`src/rtl/rfs_pkg.sv`:
```
package rfs_pkg;
   // {cs_n, ras_n, cas_n, we_n}
   typedef logic [3:0] sd_cmd_t;
   localparam sd_cmd_t CMD_NOP = 4'b0111;
   localparam sd_cmd_t CMD_REF = 4'b0001;

   typedef enum logic [1:0] {
      ST_RUN  = 2'd0,
      ST_HOLD = 2'd1,
      ST_SELF = 2'd2,
      ST_WAKE = 2'd3
   } rfs_state_e;
endpackage

```
`src/rtl/rfs_interval_tick.sv`:
```
module rfs_interval_tick #(
   parameter int INTERVAL = 1562
) (
   input  logic clk,
   input  logic rst_n,
   input  logic run_i,
   output logic tick_o
);
   localparam int  CW     = (INTERVAL < 2) ? 1 : $clog2(INTERVAL);
   localparam bit  IS_POW2 = ((INTERVAL & (INTERVAL - 1)) == 0);

   logic [CW-1:0] cnt_q;

   generate
      if (IS_POW2) begin : g_wrap
         // counter wraps on its own width
         always_ff @(posedge clk) begin
            if (!rst_n || !run_i) cnt_q <= '0;
            else                  cnt_q <= cnt_q + 1'b1;
         end
         assign tick_o = run_i && (&cnt_q);
      end else begin : g_cmp
         logic last;
         assign last = (cnt_q == CW'(INTERVAL - 1));
         always_ff @(posedge clk) begin
            if (!rst_n || !run_i) cnt_q <= '0;
            else if (last)        cnt_q <= '0;
            else                  cnt_q <= cnt_q + 1'b1;
         end
         assign tick_o = run_i && last;
      end
   endgenerate
endmodule

```
`src/rtl/rfs_debt_ctr.sv`:
```
module rfs_debt_ctr #(
   parameter int DEBT_W = 3
) (
   input  logic clk,
   input  logic rst_n,
   input  logic inc_i,
   input  logic dec_i,
   input  logic clr_i,
   output logic owed_o,
   output logic full_o
);
   localparam logic [DEBT_W-1:0] DEBT_MAX = '1;

   logic [DEBT_W-1:0] debt_q;

   always_ff @(posedge clk) begin
      if (!rst_n || clr_i) begin
         debt_q <= '0;
      end else if (inc_i && !dec_i) begin
         if (debt_q != DEBT_MAX) debt_q <= debt_q + 1'b1;
      end else if (dec_i && !inc_i) begin
         if (debt_q != '0) debt_q <= debt_q - 1'b1;
      end
   end

   assign owed_o = (debt_q != '0);
   assign full_o = (debt_q == DEBT_MAX);
endmodule

```
`src/rtl/rfs_hold_timer.sv`:
```
module rfs_hold_timer #(
   parameter int TRC_CLK = 7
) (
   input  logic clk,
   input  logic rst_n,
   input  logic load_i,
   output logic done_o
);
   localparam int CW = $clog2(TRC_CLK + 1);

   logic [CW-1:0] cnt_q;

   always_ff @(posedge clk) begin
      if (!rst_n)              cnt_q <= '0;
      else if (load_i)         cnt_q <= CW'(TRC_CLK - 1);
      else if (cnt_q != '0)    cnt_q <= cnt_q - 1'b1;
   end

   assign done_o = (cnt_q == '0);
endmodule

```
`src/rtl/sdram_refresh_sched.sv`:
```
module sdram_refresh_sched
   import rfs_pkg::*;
#(
   parameter int INTERVAL = 1562,
   parameter int TRC_CLK  = 7,
   parameter int DEBT_W   = 3
) (
   input  logic       clk,
   input  logic       rst_n,
   input  logic       all_idle_i,
   input  logic       burst_busy_i,
   input  logic       act_req_i,
   input  logic       sr_req_i,
   output logic       act_grant_o,
   output logic       ref_want_o,
   output logic       pall_req_o,
   output logic       cke_o,
   output logic [3:0] cmd_o
);
   generate
      if (INTERVAL < 2)  begin : g_bad_itv  $error("INTERVAL must be at least 2");  end
      if (TRC_CLK < 1)   begin : g_bad_trc  $error("TRC_CLK must be at least 1");   end
      if (DEBT_W < 2)    begin : g_bad_debt $error("DEBT_W must be at least 2");    end
      if (TRC_CLK >= INTERVAL) begin : g_bad_mix $error("TRC_CLK must be below INTERVAL"); end
   endgenerate

   rfs_state_e st_q;
   sd_cmd_t    cmd_q;
   logic       cke_q;

   logic tick, owed, full, hold_done;
   logic in_run, go_ok, enter_self, fire_ref, leave_self, load_hold;

   assign in_run     = (st_q == ST_RUN);
   assign go_ok      = in_run && all_idle_i && !burst_busy_i;
   assign enter_self = go_ok && sr_req_i;
   assign fire_ref   = go_ok && !sr_req_i && owed;
   assign leave_self = (st_q == ST_SELF) && !sr_req_i;
   assign load_hold  = fire_ref || leave_self;

   rfs_interval_tick #(.INTERVAL(INTERVAL)) itv_i (
      .clk    (clk),
      .rst_n  (rst_n),
      .run_i  (st_q != ST_SELF),
      .tick_o (tick)
   );

   rfs_debt_ctr #(.DEBT_W(DEBT_W)) debt_i (
      .clk    (clk),
      .rst_n  (rst_n),
      .inc_i  (tick),
      .dec_i  (fire_ref),
      .clr_i  (enter_self || (st_q == ST_SELF)),
      .owed_o (owed),
      .full_o (full)
   );

   rfs_hold_timer #(.TRC_CLK(TRC_CLK)) hold_i (
      .clk    (clk),
      .rst_n  (rst_n),
      .load_i (load_hold),
      .done_o (hold_done)
   );

   always_ff @(posedge clk) begin
      if (!rst_n) begin
         st_q  <= ST_RUN;
         cmd_q <= CMD_NOP;
         cke_q <= 1'b1;
      end else begin
         cmd_q <= CMD_NOP;
         unique case (st_q)
            ST_RUN: begin
               if (enter_self) begin
                  st_q  <= ST_SELF;
                  cmd_q <= CMD_REF;
                  cke_q <= 1'b0;
               end else if (fire_ref) begin
                  st_q  <= ST_HOLD;
                  cmd_q <= CMD_REF;
               end
            end
            ST_HOLD, ST_WAKE: begin
               if (hold_done) st_q <= ST_RUN;
            end
            ST_SELF: begin
               if (leave_self) begin
                  st_q  <= ST_WAKE;
                  cke_q <= 1'b1;
               end
            end
            default: st_q <= ST_RUN;
         endcase
      end
   end

   assign act_grant_o = act_req_i && in_run && !owed && !sr_req_i;
   assign ref_want_o  = owed;
   assign pall_req_o  = full;
   assign cke_o       = cke_q;
   assign cmd_o       = cmd_q;
endmodule

```
`config.mk`:
```
export PLATFORM = sky130hd
export DESIGN_NAME = sdram_refresh_sched
export DESIGN_NICKNAME = d
export VERILOG_FILES = /design/src/rtl/rfs_pkg.sv /design/src/rtl/rfs_interval_tick.sv /design/src/rtl/rfs_debt_ctr.sv /design/src/rtl/rfs_hold_timer.sv /design/src/rtl/sdram_refresh_sched.sv
export SDC_FILE = /design/constraint.sdc
export NUM_CORES = 1
export LEC_CHECK = 0
export ABC_AREA = 0
export BUFFER_PORTS_ARGS = -buffer_cell sky130_fd_sc_hd__buf_2
export CAP_MARGIN = 20
export CORE_UTILIZATION = 50
export DETAILED_ROUTE_END_ITERATION = 8
export PLACE_DENSITY = 0.82
export SLEW_MARGIN = 10
export SYNTH_ARGS = -nofsm -noshare
export SYNTH_HDL_FRONTEND = slang
export SYNTH_SLANG_ARGS = --single-unit
```
`constraint.sdc`:
```
create_clock -name clk -period 4.8 [get_ports clk]
set_clock_uncertainty 0.15 [all_clocks]
set_input_delay 1.2 -clock clk [delete_from_list [all_inputs] [get_ports clk]]
set_output_delay 1.2 -clock clk [all_outputs]
set_load 0.005 [all_outputs]
```
Word level (Yosys, flattened, before mapping):

Cells that the tools add are included.
W data, S select, Z words.

* register bits after elaboration: 24
* output and inout port bits: 8
* logic and storage cells: 81

* $add $sub $neg: 4
* equal/unequal tests: 12
* muxes and demuxes: 16
* bitwise operators: 2
* reduce and logical (&&, ||, !) cells: 39

Operators with widths (number)
* $mux W3: 8
* $logic_and A1 B1 Y1: 12
* $add A11 B1 Y11 const B: 1
* $eq A11 B11 Y1 const B: 1
* $reduce_and A3 Y1: 3
* $mux W2: 4
* $ne A2 B2 Y1 const B: 4
* $reduce_bool A2 Y1: 4
* $logic_not A1 Y1: 7
* $pmux W2 S3: 1
* $reduce_bool A3 Y1: 2
* $reduce_or A2 Y1: 3
* $sub A3 B1 Y3 const B: 2
* $eq A2 B2 Y1 const B: 2
* $logic_or A1 B1 Y1: 4
* $add A3 B1 Y3 const B: 1
* $eq A3 B3 Y1 const B: 1
* $logic_not A3 Y1: 1
* $ne A3 B1 Y1 const B: 1
* $ne A3 B3 Y1 const B: 1
* $reduce_or A3 Y1: 1
* $eq A2 B1 Y1 const B: 1
* $logic_not A2 Y1: 1
* $mux W1: 2
* other kinds (4): 5

Longest topological paths before layout:

Gate-level depths: netlist (run 1).

* depth after elaboration: 9
* depth in mapped cells: 10
* depth with buffers taken out: 10

Cells and area by module:

Synthesis (run 1) repeated with hierarchy kept, for this count alone.

* cells, all modules: 136
* area total of the unflattened synthesis: 1262.5 µm²

Modules (own cells, without submodules)
* rfs_interval_tick: instances 1, cells an instance 56, area an instance 533.0 µm²
* sdram_refresh_sched: instances 1, cells an instance 32, area an instance 287.8 µm²
* rfs_debt_ctr: instances 1, cells an instance 33, area an instance 281.5 µm²
* rfs_hold_timer: instances 1, cells an instance 15, area an instance 160.2 µm²

Worst setup path before layout (run 1):

No wires, ideal clock.

* path kind: input -> register
* from: in sr_req_i
* to: reg debt_i.debt_q[2]
* arrival: 2732 ps
* required time: 4578 ps
* path slack: 1846 ps
* stages on the path: 8
* path through: clkbuf_1 -> nor4b_1 -> a21o_2 -> fa_1 -> inv_1 -> a211o_2 -> mux2i_1 -> mux2i_1

* cells in the longest elaborated chain, start to end: 7
* elaborated cells on any way between the ends: 14

RTL lines
* from (decl): line sdram_refresh_sched.sv:13 `input logic sr_req_i,`
* $logic_not A1 Y1: line sdram_refresh_sched.sv:37 `assign fire_ref = go_ok && !sr_req_i && owed;`
* $logic_and A1 B1 Y1 (2 in a row): line sdram_refresh_sched.sv:37
* $logic_not A1 Y1: line rfs_debt_ctr.sv:19 `end else if (inc_i && !dec_i) begin`
* $logic_and A1 B1 Y1: line rfs_debt_ctr.sv:19
* $ne A2 B2 Y1 (no source line) or $reduce_bool A2 Y1 (tied branches)
* $reduce_and A3 Y1 (no source line)
* to (signal assigned): line rfs_debt_ctr.sv:20 `if (debt_q != DEBT_MAX) debt_q <= debt_q + 1'b1;`
* to (signal assigned): line rfs_debt_ctr.sv:22 `if (debt_q != '0) debt_q <= debt_q - 1'b1;`
* to (decl): line rfs_debt_ctr.sv:14 `logic [DEBT_W-1:0] debt_q;`

Several ways; a longest one is shown, not always the timed one.
A chain may end at the register's enable or synchronous reset.

Final worst setup path (run 1):

* from: in sr_req_i
* to: out act_grant_o

* cells in the longest elaborated chain, start to end: 2

RTL lines
* $logic_not A1 Y1: line sdram_refresh_sched.sv:97 `assign act_grant_o = act_req_i && in_run && !owed && !sr_req_i;`
* $logic_and A1 B1 Y1: line sdram_refresh_sched.sv:97
* to (decl): line sdram_refresh_sched.sv:14 `output logic act_grant_o,`

No other way between the ends.

==> impl_metrics.py, run 1 <==
metrics = {
    "global_route": {
        "grt_pass1_wl_um": 3240,
        "grt-ovfl-total": 0,
        "antenna_found_initial": 0,
        "grt_max_degree": 12,
        "grt_pass1_vias": 759,
        "grt_usage": 0.168,
    },
    "floorplanning": {
        "die_h_um": 49.5,
        "io_pins": 14,
        "dieArea_mm2": 0.00245,
        "die_w_um": 49.5,
        "coreArea_mm2": 0.00204,
        "std_cell_rows": 16,
        "initial_core_util": 0.552,
    },
    "placement": {
        "io_buffers": 11,
        "dp_slack_ns": 1.68,
        "detailed_place_hpwl_um": 1380,
        "gp_congestion": 0.801,
        "dp_cells": 160,
    },
    "synthesis": {
        "ys_types": 41,
        "synth-seq-cells": 21,
        "synth_xor_area_frac": 0.0777,
        "synth_edf_count": 0,
        "seq_area_frac_synth": 0.373,
        "synth_mux_area_frac": 0.0577,
        "synth_fa_ha_area_frac": 0.0622,
        "synth_area_mm2": 0.00113,
        "postSynthCellCount": 128,
        "synth_top_flop_cell": "dfxtp_1",
        "synth.avg_cell_area_um2": 8.81,
        "synth_compound_area_frac": 0.0733,
        "synthesis.nets": 139,
        "ys_async_sr_fraction": 0,
        "ys_warn_count": 0,
        "synth_top_family_by_area": "simple AND/OR/NAND/NOR gates",
        "synth-simple-area-share": 0.290,
    },
    "sta": {
        "worst_pin_slew_ns": 0.545,
        "setup_ws_ns": 1.76,
        "post-route-min-period_ns": 3.04,
        "rsz0062_at_grt": "false",
        "fin_crit_sh": 0.633,
        "fmaxAchievable_ghz": 0.329,
        "slew-limit-headroom": 0.632,
        "hold_viol_final": 0,
        "setup_violations": 0,
        "tns_ns": 0,
        "maxSlewViolCount": 0,
    },
    "detailed_routing": {
        "wl_per_cell_um": 11.2,
        "drt-initial-drc-count": 23,
        "via_per_inst": 5.27,
        "antenna_left": 0,
        "num_vias": 864,
        "wirelength_um": 1840,
        "drt-pass1-iter-count": 4,
        "drc": 0,
    },
    "cells_and_area": {
        "multiInputGateArea_um2": 639,
        "final_common_cell": "dfxtp_1",
        "layout_common_cells": "dfxtp_1, nor2_1, nand2_1, buf_2, inv_1",
        "synthToLayoutAreaGrowth_pct": 6.55,
        "seqCellArea_um2": 420,
        "fin_cells": 164,
        "nNetsFinal": 149,
        "n_antenna_cell": 0,
        "fillers": 198,
        "drive_gt1_frac": 0.153,
    },
    "critical_path": {
        "cp_top_family": "buffers and inverters",
        "start_kind": "input pin",
        "critPathBufInv": 2,
        "crit_path_start": "sr_req_i",
        "endpoint_kind": "output pin",
        "crit_required_ns": 3.45,
        "worstSetupEndpoint": "act_grant_o",
        "crit_top_cell": "buf_2",
        "reg2reg_from": "st_q[0]",
        "r2r-end": "debt_i.debt_q[2]",
        "cp_slowest_stage_delay_ns": 0.19,
        "path_cells": "buf_2, nor3_1, buf_2",
        "rr_worst_depth": 8,
        "crit_cells": 3,
        "cp_max_fo": 10,
        "critical_path_class": "in2out",
        "cp_slowest_cell": "nor3_1",
        "critPathArrivalTime_ns": 1.69,
        "rrSetupSlack_ns": 2.44,
    },
    "pwr": {
        "power_density_mw_per_mm2": 292,
        "fin_total_pwr_mw": 0.351,
        "max-vdd-ir-drop_mv": 0.175,
        "p_leak_nw": 0.508,
    },
    "run_status": {
        "status": "finished, final reports clean",
    },
    "cts": {
        "cts-hold-fix-buffers": 0,
        "cts_buffer_depth": 2,
        "cts-htree-levels": 1,
        "root_buffer": "clkbuf_4",
        "cts_buffers": 3,
        "cts_resized": 0,
        "clk_pin_slew_ns": 0.11,
        "clock_sinks": 21,
        "post_cts_buffers": 0,
        "cts_tree": "done",
        "clock_latency_ns": 0.30,
    },
    "min_path": {
        "hold_class": "reg2reg",
    },
    "run": {
        "maxCapViolations": 0,
    },
}
sequential cells by signal, indices dropped and copies added, names as in the netlist:
register and flops:
st_q 2, hold_i.cnt_q 3, debt_i.debt_q 3, cmd_o 1, cke_o 1, itv_i.cnt_q 11
worst min-delay path: stages, from the launching register on:
cell and delay [ns]:
dfxtp_1 0.34, nand2_1 0.06, mux2i_1 0.05
where the power goes:
part	internal (mW)	leakage (nW)	switching [mW]
combinational	0.0335	0.323	0.0357
sequential	0.186	0.170	0.0117
clock	0.0324	0.0150	0.0516
total	0.252	0.508	0.0990
synth_stat cells (all sizes together), types with 4 or more instances:
library cell,number,area share
dfxtp,21,0.37
nor2,14,0.047
nand2,13,0.043
inv,7,0.023
xnor2,6,0.047
and3,5,0.029
mux2i,5,0.044
nand3,5,0.022
buf,4,0.030
ha,4,0.044
nand2b,4,0.022
xor2,4,0.031
how the worst min path moves through the flow:
stage                          start          endpoint  slack, ns  cells past startpoint
floorplan             itv_i.cnt_q[0]    itv_i.cnt_q[0]       0.29                      1
global placement      itv_i.cnt_q[0]    itv_i.cnt_q[0]       0.31                      1
detailed placement  debt_i.debt_q[2]  debt_i.debt_q[2]       0.32                      2
CTS                 debt_i.debt_q[2]  debt_i.debt_q[2]       0.34                      2
global route        debt_i.debt_q[2]  debt_i.debt_q[2]       0.37                      2
finish              debt_i.debt_q[2]  debt_i.debt_q[2]       0.34                      2
cell type report:
type                    count  area share
multi-input cells          94       0.532
well taps                  27      0.0281
inverters                   7      0.0219
clock buffers               4      0.0219
flip-flops and latches     21       0.350
repair buffers             11      0.0458
through the flow:
stage               utilization  instance area [µm²]  hold slack [ns]
floorplan                     -                 1130            0.295
global placement          0.575                 1170            0.310
detailed placement        0.575                 1170            0.322
CTS                       0.588                 1200            0.336
global route              0.588                 1200            0.372
finish                    0.588                 1200            0.335
kinds of logic (layout without fill, tap and decap cells):
logic type               after synthesis  count (layout)
AND/OR/NAND/NOR                       59              59
flip-flops                            21              21
buffers and inverters                 13              22
AO/OA/AOI/OAI                         12              12
XOR/XNOR                              10              10
multiplexers                           6               6
adder cells (fa/ha/maj)                5               5
other                                  2               2
per-layer routing:
| layer | track usage | wire length [µm] | part of all wire |
|---|---|---|---|
| met5 | 0 | 0 | 0 |
| met1 | 0.196 | 893 | 0.48 |
| met4 | 0.0286 | 7 | 0.0038 |
| met3 | 0.0556 | 87 | 0.047 |
| met2 | 0.301 | 855 | 0.46 |
No activity file was read; power rests on OpenSTA's default activity.
==> inputs of run 2 (changes only) <==
--- a/config.mk
+++ b/config.mk
@@ -10,7 +10,7 @@
 export CAP_MARGIN = 20
 export CORE_UTILIZATION = 50
 export DETAILED_ROUTE_END_ITERATION = 8
-export PLACE_DENSITY = 0.82
+export PLACE_DENSITY = 0.85
 export SLEW_MARGIN = 10
 export SYNTH_ARGS = -nofsm -noshare
 export SYNTH_HDL_FRONTEND = slang
==> constraint.sdc (replaced) <==
create_clock -name clk -period 2.5 [get_ports clk]
set_clock_uncertainty 0.15 [all_clocks]
set_input_delay 0.625 -clock clk [delete_from_list [all_inputs] [get_ports clk]]
set_output_delay 0.625 -clock clk [all_outputs]
set_load 0.005 [all_outputs]
==> run 2 against run 1 <==
Effect of this change: register-to-register slack lost 2.2 ns; power grew 95%; setup slack lost 1.6 ns.
==> impl_metrics.py, run 2 (same netlist as run 1, synthesis figures left out) <==
metrics = {
    "run_status": {
        "status": "finished, final reports clean",
    },
    "placement": {
        "io_buffers": 11,
        "detailed_place_hpwl_um": 1400,
        "gp_congestion": 0.755,
        "dp_cells": 164,
    },
    "global_route": {
        "antenna_found_initial": 0,
        "grt-ovfl-total": 0,
        "grt_pass1_wl_um": 3590,
        "grt_max_degree": 13,
        "grt_usage": 0.188,
        "grt_pass1_vias": 866,
    },
    "min_path": {
        "hold_class": "reg2reg",
        "hold_start": "debt_i.debt_q[2]",
    },
    "sta": {
        "fin_crit_sh": 0.928,
        "maxSlewViolCount": 0,
        "tns_ns": 0,
        "holdWs_ns": 0.346,
        "hold_viol_final": 0,
        "rsz0062_at_grt": "false",
        "fmaxAchievable_ghz": 0.431,
        "post-route-min-period_ns": 2.32,
        "setup_violations": 0,
    },
    "pwr": {
        "clock_power_share": 0.242,
        "fin_total_pwr_mw": 0.685,
        "power_density_mw_per_mm2": 556,
        "p_leak_nw": 0.530,
        "internal_power_mw": 0.485,
        "p_seq_frac": 0.553,
        "max-vdd-ir-drop_mv": 0.320,
        "p_switching_mw": 0.200,
        "combPwrFrac": 0.205,
        "p_sw_frac": 0.292,
    },
    "cells_and_area": {
        "nNetsFinal": 153,
        "largest_reg_flops": 11,
        "final_common_cell": "dfxtp_1",
        "drive_gt1_frac": 0.184,
        "top_regs": "itv_i.cnt_q x11, debt_i.debt_q x3, hold_i.cnt_q x3",
        "fin_util": 0.604,
        "regMostFlops": "itv_i.cnt_q",
        "n_antenna_cell": 0,
        "layout_common_cells": "dfxtp_1, nor2_1, nand2_1, buf_2, inv_1",
        "fillers": 180,
        "synthToLayoutAreaGrowth_pct": 9.32,
        "fin_cells": 168,
    },
    "cts": {
        "cts-hold-fix-buffers": 0,
        "clock_sinks": 21,
        "cts_buffer_depth": 2,
        "clk_pin_slew_ns": 0.12,
        "post_cts_buffers": 0,
        "cts_buffers": 3,
        "cts_tree": "done",
        "cts_resized": 0,
        "clock_latency_ns": 0.31,
        "cts-htree-levels": 1,
        "root_buffer": "clkbuf_4",
    },
    "floorplanning": {
        "die_h_um": 49.5,
        "die_w_um": 49.5,
        "dieArea_mm2": 0.00245,
        "coreArea_mm2": 0.00204,
        "initial_core_util": 0.552,
        "io_pins": 14,
        "std_cell_rows": 16,
    },
    "critical_path": {
        "critPathArrivalTime_ns": 1.54,
        "start_kind": "flop",
        "crit_path_start": "debt_i.debt_q[1]",
        "critical_path_class": "reg2out",
        "cp_slowest_stage_delay_ns": 0.41,
        "path_cells": "or3_1, buf_4, nor3_1, buf_2",
        "cp_slowest_cell": "or3_1",
        "crit_required_ns": 1.73,
        "endpoint_kind": "output pin",
        "reg2reg_from": "itv_i.cnt_q[8]",
        "critPathBufInv": 2,
        "rrSetupSlack_ns": 0.20,
        "cp_max_fo": 8,
        "cp_top_family": "simple AND/OR/NAND/NOR gates",
    },
    "detailed_routing": {
        "num_vias": 906,
        "via_per_inst": 5.39,
        "antenna_left": 0,
        "drt-initial-drc-count": 21,
        "drt-pass1-iter-count": 4,
        "wl_per_cell_um": 11.4,
        "wirelength_um": 1920,
        "drc": 0,
    },
    "run": {
        "maxCapViolations": 0,
    },
}
run 2: cell types whose count changed in the layout (fill, tap and decap cells not counted), sizes merged:
cell,change
buf,+4
clkbuf,-1
clkinv,+1
run 2: cell type report:
| cell class | count | area, µm² | share of cell area |
|---|---|---|---|
| multi-input cells | 94 | 639 | 0.519 |
| flip-flops and latches | 21 | 420 | 0.341 |
| repair buffers | 15 | 85.1 | 0.0690 |
| well taps | 27 | 33.8 | 0.0274 |
| inverters | 7 | 26.3 | 0.0213 |
| clock buffers | 3 | 22.5 | 0.0183 |
| clock inverters | 1 | 5.00 | 0.00406 |
run 2: per-stage QoR:
| step | setup slack [ns] | instance area [µm²] |
|---|---|---|
| global route | 0.00438 | 1230 |
| finish | 0.180 | 1230 |
| CTS | 0.163 | 1230 |
| floorplan | 0.121 | 1130 |
| global placement | 0.177 | 1200 |
| detailed placement | 0.127 | 1200 |
run 2: worst paths after layout:
| path | cells past startpoint | end |
|---|---|---|
| max | 4 | act_grant_o |
| min | 2 | debt_i.debt_q[2] |
| max reg2reg | 8 | debt_i.debt_q[2] |
| min reg2reg | 2 | debt_i.debt_q[2] |
run 2: routing by layer:
metal  routed length, µm  vias to the layer above  global-route usage
li1                    -                      460                   -
met1                 880                      415               0.223
met2                 915                       29               0.331
met3                 116                        2              0.0617
met4                   7                        0              0.0381
met5                   0                        -                   0
run 2: power groups by stage:
stage                     Sequential [mW]  Combinational [mW]  Clock [mW]
after CTS                           0.379               0.140       0.173
after global routing                0.383               0.163       0.183
after floorplan                     0.383               0.109           0
final                               0.379               0.140       0.166
after detailed placement            0.387               0.137           0
after global placement              0.385               0.131           0
run 2: worst register-to-register path: stages (launching register included):
cell      delay (ns)
dfxtp_1         0.38
nor4_2          0.35
nand4b_1        0.19
a21o_2          0.22
fa_1            0.37
nor2_1          0.09
nand3_1         0.10
mux2i_1         0.20
mux2i_1         0.19
==> inputs of run 3 (changes only) <==
--- a/config.mk
+++ b/config.mk
@@ -8,9 +8,11 @@
 export ABC_AREA = 0
 export BUFFER_PORTS_ARGS = -buffer_cell sky130_fd_sc_hd__buf_2
 export CAP_MARGIN = 20
-export CORE_UTILIZATION = 50
+export CORE_UTILIZATION = 53
+export CTS_BUF_LIST = sky130_fd_sc_hd__clkbuf_4 sky130_fd_sc_hd__clkbuf_8
 export DETAILED_ROUTE_END_ITERATION = 8
-export PLACE_DENSITY = 0.85
+export MAX_ROUTING_LAYER = met4
+export PLACE_DENSITY = 0.89
 export SLEW_MARGIN = 10
 export SYNTH_ARGS = -nofsm -noshare
 export SYNTH_HDL_FRONTEND = slang
==> run 3 against run 2 <==
Effect of this change: via count decreased by 0.33%; register-to-register slack about the same; global-route usage increased by 1.3 points; clock power increased by 7%; largest cell class unchanged.
==> impl_metrics.py, run 3 (same netlist as run 1, synthesis figures left out) <==
metrics = {
    "detailed_routing": {
        "drt-initial-drc-count": 17,
        "num_vias": 903,
        "drt-pass1-iter-count": 4,
        "antenna_left": 0,
        "wl_per_cell_um": 11.7,
        "wirelength_um": 1960,
        "drc": 0,
        "via_per_inst": 5.38,
    },
    "floorplanning": {
        "io_pins": 14,
        "die_h_um": 48.1,
        "dieArea_mm2": 0.00232,
        "die_w_um": 48.1,
        "std_cell_rows": 16,
        "coreArea_mm2": 0.00198,
        "initial_core_util": 0.569,
    },
    "sta": {
        "maxSlewViolCount": 0,
        "rsz0062_at_grt": "false",
        "setup_violations": 0,
        "fmaxAchievable_ghz": 0.431,
        "post-route-min-period_ns": 2.32,
        "hold_viol_final": 0,
        "tns_ns": 0,
        "fin_crit_sh": 0.928,
        "setup_ws_ns": 0.181,
    },
    "cells_and_area": {
        "synthToLayoutAreaGrowth_pct": 9.66,
        "largest_reg_flops": 11,
        "layout_common_cells": "dfxtp_1, nor2_1, nand2_1, buf_2, inv_1",
        "drive_gt1_frac": 0.191,
        "regMostFlops": "itv_i.cnt_q",
        "nNetsFinal": 153,
        "top_regs": "itv_i.cnt_q x11, debt_i.debt_q x3, hold_i.cnt_q x3",
        "n_antenna_cell": 0,
        "final_common_cell": "dfxtp_1",
    },
    "pwr": {
        "power_density_mw_per_mm2": 564,
        "p_leak_nw": 0.531,
        "max-vdd-ir-drop_mv": 0.367,
    },
    "placement": {
        "io_buffers": 11,
        "gp_congestion": 0.788,
        "dp_slack_ns": 0.0650,
        "detailed_place_hpwl_um": 1440,
    },
    "global_route": {
        "grt_usage": 0.202,
        "grt-ovfl-total": 0,
        "grt_pass1_vias": 780,
        "grt_pass1_wl_um": 3090,
        "grt_max_degree": 12,
        "antenna_found_initial": 0,
    },
    "run_status": {
        "status": "finished, final reports clean",
    },
    "cts": {
        "root_buffer": "clkbuf_4",
        "clock_sinks": 21,
        "cts_buffer_depth": 2,
        "cts-htree-levels": 1,
        "clock_latency_ns": 0.31,
        "cts_tree": "done",
        "cts-hold-fix-buffers": 0,
        "clk_pin_slew_ns": 0.12,
        "cts_buffers": 3,
    },
    "critical_path": {
        "crit_required_ns": 1.73,
        "start_kind": "flop",
        "critPathArrivalTime_ns": 1.54,
        "cp_max_fo": 8,
        "critical_path_class": "reg2out",
        "endpoint_kind": "output pin",
    },
    "min_path": {
        "hold_class": "reg2reg",
    },
    "run": {
        "maxCapViolations": 0,
    },
}
==> run 3: report_power, final <==
part	internal (mW)	switching, mW	leakage, nW
Combinational	0.0676	0.0715	0.342
Sequential	0.358	0.0231	0.171
Clock	0.0731	0.104	0.0184
==> run 3: final timing paths <==
check / startpoint / to / slack (ns) / cells after the start
setup / recovery: debt_i.debt_q[1] / act_grant_o / 0.18 / 4
hold reg to reg: itv_i.cnt_q[0] / itv_i.cnt_q[0] / 0.31 / 1
hold / removal: itv_i.cnt_q[0] / itv_i.cnt_q[0] / 0.31 / 1
setup reg to reg: itv_i.cnt_q[8] / debt_i.debt_q[2] / 0.21 / 8
==> run 3: through the flow <==
stage          cell area [µm²]   util  cells  hold slack (ns)  power [mW]
2_1_floorplan             1130      -    128            0.295       0.492
3_3_place_gp              1200  0.604    163            0.310       0.517
3_5_place_dp              1200  0.604    163            0.322       0.526
4_1_cts                   1230  0.619    167            0.338       0.702
5_1_grt                   1240  0.624    168            0.335       0.733
6_report                  1240  0.624    168            0.308       0.697
==> run 3: final cells by class <==
cell class                 instances  area [µm²]
fill                             174         746
multi-input combinational         94         639
sequential                        21         422
timing repair buffer              15        85.1
tap                               27        33.8
clock buffer                       4        30.0
inverter                           7        26.3
==> run 3: routing by layer <==
layer | part of all wire | track usage | wire (µm)
met2 | 0.50 | 0.362 | 974
met3 | 0.048 | 0.0593 | 94
met5 | 0 | - | 0
met1 | 0.44 | 0.198 | 869
met4 | 0.012 | 0.0944 | 24
==> run 3: timing repair <==
action,in CTS,in global routing
setup buffers,0,1
gates resized for setup,0,1
setup endpoints to repair,0,1
==> run 3: critical path: stages (launching register included) <==
cell     delay, ns
dfxtp_1       0.37
or3_1         0.41
buf_4         0.18
nor3_1        0.15
buf_2         0.14
